## config.mk

```make
export PLATFORM = sky130hd
export DESIGN_NAME = cfg_lut
export DESIGN_NICKNAME = d
export VERILOG_FILES = /design/src/rtl/lut_pkg.sv /design/src/rtl/lut_mux2.sv /design/src/rtl/lut_cfg_chain.sv /design/src/rtl/lut_mux_tree.sv /design/src/rtl/cfg_lut.sv
export SDC_FILE = /design/constraint.sdc
export NUM_CORES = 1
export LEC_CHECK = 0
export CORE_UTILIZATION = 35
export DETAILED_ROUTE_END_ITERATION = 6
export PLACE_DENSITY = 0.57
export SKIP_LAST_GASP = 1
export SLEW_MARGIN = 20
export SYNTH_ARGS = -nofsm -noshare
export SYNTH_HDL_FRONTEND = slang
export SYNTH_SLANG_ARGS = --single-unit
```

## constraint.sdc

```tcl
create_clock -name clk -period 3 [get_ports clk]
set_input_delay 0.6 -clock clk [delete_from_list [all_inputs] [get_ports clk]]
set_output_delay 0.6 -clock clk [all_outputs]
set_load 0.01 [all_outputs]
```

## src/rtl/lut_pkg.sv

```systemverilog
package lut_pkg;
  // Number of storage cells for a table with k selection inputs.
  function automatic int unsigned lut_cells(input int unsigned k);
    return 32'd1 << k;
  endfunction

  // Number of two-to-one multiplexers in the read tree.
  function automatic int unsigned lut_mux_count(input int unsigned k);
    return (32'd1 << k) - 32'd1;
  endfunction

  // Width of a counter that must reach n.
  function automatic int unsigned count_width(input int unsigned n);
    return $clog2(n + 1);
  endfunction
endpackage

```

## src/rtl/lut_mux2.sv

```systemverilog
module lut_mux2 (
  input  logic a0,
  input  logic a1,
  input  logic s,
  output logic y
);
  assign y = s ? a1 : a0;
endmodule

```

## src/rtl/lut_cfg_chain.sv

```systemverilog
module lut_cfg_chain #(
  parameter int unsigned K = 4
) (
  input  logic                          clk,
  input  logic                          rst,
  input  logic                          shift_en,
  input  logic                          shift_bit,
  output logic [lut_pkg::lut_cells(K)-1:0] cells,
  output logic                          loaded
);
  localparam int unsigned N  = lut_pkg::lut_cells(K);
  localparam int unsigned CW = lut_pkg::count_width(N);
  localparam logic [CW-1:0] LAST = CW'(N - 1);

  logic [CW-1:0] beats;

  // Cells carry no reset: the chain maps onto shift-register resources
  // and the output gate in the top hides contents until loaded.
  always_ff @(posedge clk) begin
    if (shift_en) begin
      cells <= {cells[N-2:0], shift_bit};
    end
  end

  always_ff @(posedge clk) begin
    if (rst) begin
      beats  <= '0;
      loaded <= 1'b0;
    end else if (shift_en) begin
      if (loaded) begin
        beats  <= CW'(1);
        loaded <= 1'b0;
      end else if (beats == LAST) begin
        beats  <= '0;
        loaded <= 1'b1;
      end else begin
        beats  <= beats + CW'(1);
      end
    end
  end
endmodule

```

## src/rtl/lut_mux_tree.sv

```systemverilog
module lut_mux_tree #(
  parameter int unsigned K = 4
) (
  input  logic [lut_pkg::lut_cells(K)-1:0] leaves,
  input  logic [K-1:0]                     sel,
  output logic                             y
);
  localparam int unsigned N = lut_pkg::lut_cells(K);

  // Level l halves the candidate set using sel[l]; the last level is the root.
  for (genvar l = 0; l < K; l++) begin : g_lvl
    localparam int unsigned W = N >> (l + 1);
    logic [2*W-1:0] d;
    logic [W-1:0]   q;
    if (l == 0) begin : g_leaf
      assign d = leaves;
    end else begin : g_inner
      assign d = g_lvl[l-1].q;
    end
    for (genvar j = 0; j < W; j++) begin : g_mux
      lut_mux2 u_mux (
        .a0 (d[2*j]),
        .a1 (d[2*j+1]),
        .s  (sel[l]),
        .y  (q[j])
      );
    end
  end

  assign y = g_lvl[K-1].q[0];
endmodule

```

## src/rtl/cfg_lut.sv

```systemverilog
module cfg_lut #(
  parameter int unsigned K = 4
) (
  input  logic         clk,
  input  logic         rst,
  input  logic         cfg_valid,
  input  logic         cfg_bit,
  input  logic [K-1:0] sel,
  output logic         cfg_done,
  output logic         lut_out
);
  localparam int unsigned N = lut_pkg::lut_cells(K);

  logic [N-1:0] cells;
  logic         tree_y;

  lut_cfg_chain #(.K(K)) u_chain (
    .clk       (clk),
    .rst       (rst),
    .shift_en  (cfg_valid),
    .shift_bit (cfg_bit),
    .cells     (cells),
    .loaded    (cfg_done)
  );

  lut_mux_tree #(.K(K)) u_tree (
    .leaves (cells),
    .sel    (sel),
    .y      (tree_y)
  );

  always_ff @(posedge clk) begin
    if (rst) begin
      lut_out <= 1'b0;
    end else begin
      lut_out <= cfg_done ? tree_y : 1'b0;
    end
  end
endmodule

```

==> qor.csv <==
stage,metric,value,unit
outcome,status,"complete, no violations",
drt,WL/cell,13.8,µm
placement,buffers added on ports,9,
sta,unrepaired setup endpoints after global routing,false,
worst_hold_path,Cells on Worst Hold Path,0,
yosys,Synth warnings,0,
clocking,"Reg clk slew, reported paths",0.12,ns
final_layout,Nets,88,
sta,Final Max Tran Viols,0,
sta,"Hold Vio Cnt, Final",0,
clocking,hold_buf cts,0,
drt,DRC,0,
drt,Routed WL,1490,µm
global_routing,GRT Overall Usage,0.122,
yosys,synth unique cells,24,
final_layout,fin cells,108,
drt,first-pass iteration count of the detailed router,4,
floorplanning,# IOs,10,
sta,Final Cycle Share,0.691,
critical_path,critical path class,primary input to flip-flop,
global_routing,largest net degree at the start of global routing,21,
yosys,post-synth top area share,0.509,
floorplanning,core area,2520,µm²
global_routing,first-pass GRT wire length,2370,µm
critical_path,"Req. time, crit path",3.21,ns
yosys,Synth Register Bits,23,
sta,setup_tns,0,ns
critical_path,reg2reg end,lut_out,
floorplanning,Initial Util,0.374,
final_layout,layout cells sized above 1,0.128,
sta,min cycle time layout,2.07,ns
critical_path,crit path max fanout,7,
critical_path,CP arrival,2.28,ns
placement,Placed Cells,104,
critical_path,reg2reg start,u_chain.cells[12],
clocking,H-Tree Depth,1,
yosys,post-synth top area cell,edfxtp_1,
yosys,largest cells by area after synthesis,"edfxtp_1 51%, dfxtp_1 15%, mux4_1 5.6%",
placement,detailed placement HPWL,1060,µm
critical_path,Setup crit start kind,primary input,
yosys,Syn Inst Count,65,
drt,Vias/cell,5.16,
pwr,P per Cell Area,495,nW/µm²
pwr,static leakage,0.377,nW
sta,fmax,482,MHz
global_routing,GR Overflow Total,0,
final_layout,"most common cell after layout, fill and taps aside",edfxtp_1,
final_layout,n_diodes,0,
critical_path,CP endpoint kind,flip-flop,
clocking,clk_lat worst skew,0.30,ns
yosys,part of the Yosys area used for sequential elements,0.658,
pwr,Peak VDD IR,0.289,mV
clocking,total CTS buffers,3,
floorplanning,area of the die,2910,µm²
clocking,Clock Sink Count,23,
yosys,Synth Net Count,74,
worst_hold_path,Worst Hold Class,flip-flop to flip-flop,
worst_hold_path,Hold Path End,u_chain.cells[2],
critical_path,R2R Setup Slk,1.57,ns
drt,via count,557,
floorplanning,Die X-Extent,53.9,µm
clocking,postcts setup bufs,0,
final_layout,P&R area growth vs syn,16.3,%
global_routing,number of global-route vias before repair,510,
placement,Placer Congestion,0.747,
global_routing,initial antenna violation count,0,
sta,clock skew,0.00998,ns
clocking,Resized Gates After CTS,0,
floorplanning,DIE HEIGHT,53.9,µm
clocking,largest buffer count on any clock path,2,
critical_path,Reg2Reg Depth,4,
drt,Antenna Violating Nets Remaining,0,
clocking,CTS root buffer,clkbuf_4,
floorplanning,FP Rows,18,
sta,worst rel slew slack,0.521,
final_layout,most frequent cells in the layout,"16 x edfxtp_1, 9 x clkdlybuf4s50_1, 7 x dfxtp_1",
yosys,Mapped Area,943,µm²
clocking,CTS tree,yes,
drt,drt initial violations,4,
sta,transition time at the pin with the least slew margin,0.716,ns
pwr,Tot Pwr,0.543,mW
sta,Final Setup Violations,0,
yosys,average size of a mapped cell,14.5,µm²
flow_run,MaxCap Viol Count,0,
worst_hold_path,worst hold start,u_chain.cells[1],
[registers in the layout, summed over array words and instances (netlist names)]
signal          cells
lut_out             1
u_chain.beats       5
u_chain.loaded      1
u_chain.cells      16
[worst max-delay path by stage]
stage	end	slack [ns]	from	cells past startpoint
6_report	lut_out	0.93	sel[0]	5
5_1_grt	lut_out	0.86	sel[0]	5
3_5_place_dp	lut_out	0.57	sel[0]	5
4_1_cts	lut_out	0.91	sel[0]	5
2_1_floorplan	lut_out	1.29	sel[0]	5
3_3_place_gp	lut_out	0.66	sel[0]	5
[synthesized netlist by cell type]
cell and n:
edfxtp_1 16, dfxtp_1 7, a21oi_1 5, nand2b_1 5
nor2_1 5, mux2_2 3, o21ai_0 3, a211oi_1 2
mux4_1 2, nand3_1 2, o22ai_1 2, a31o_2 1
and2_1 1, and2b_4 1, and3b_1 1, and4b_1 1
buf_6 1, clkbuf_1 1, ha_1 1, nand2_1 1
nand3b_1 1, nor3b_1 1, nor4bb_1 1, o32ai_1 1
[cell type report]
class                           instances  area, µm²
Fill cell                             244       1430
Sequential cell                        23        621
Multi-Input combinational cell         40        308
Timing Repair Buffer                   11        105
Tap cell                               30       37.5
Clock buffer                            4       26.3
[worst max-delay path: stages]
cell and delay (ns):
clkdlybuf4s50_1 0.65, mux4_1 0.60, o22ai_1 0.15, o32ai_1 0.11, and3b_1 0.16
[report_power, final]
group	switching (mW)	internal (mW)	total, mW
Sequential	0.00801	0.356	0.364
Clock	0.0842	0.0517	0.136
Combinational	0.0181	0.0250	0.0430
Total	0.110	0.433	0.543
[through the flow]
step                worst slack (ns)   util  hold slack [ns]  cell area [µm²]
detailed placement             0.571  0.425            0.425             1070
global route                   0.857  0.435            0.476             1100
CTS                            0.911  0.435            0.454             1100
finish                         0.927  0.435            0.454             1100
floorplan                       1.29      -            0.417              943
global placement               0.664  0.425            0.433             1070
[cell families (layout without fill, tap and decap cells)]
kind of cell / after synthesis / count (layout) / synth area share
flip-flops: 23 / 23 / 0.658
adder cells (fa/ha/maj): 1 / 1 / 0.0133
buffers and inverters: 2 / 15 / 0.0159
AND/OR/NAND/NOR: 20 / 20 / 0.131
multiplexers: 5 / 5 / 0.0915
AO/OA/AOI/OAI: 14 / 14 / 0.0902
[layer usage]
metal  global-route usage  wire, µm  up-vias  share of wire
met1                0.168       769      274           0.52
met5                    0         0        -              0
met2                0.177       676        2           0.45
met4               0.0526        15        0          0.010
li1                     -         -      279              -
met3               0.0339        27        2          0.018
(Power assumes the default switching activity.)
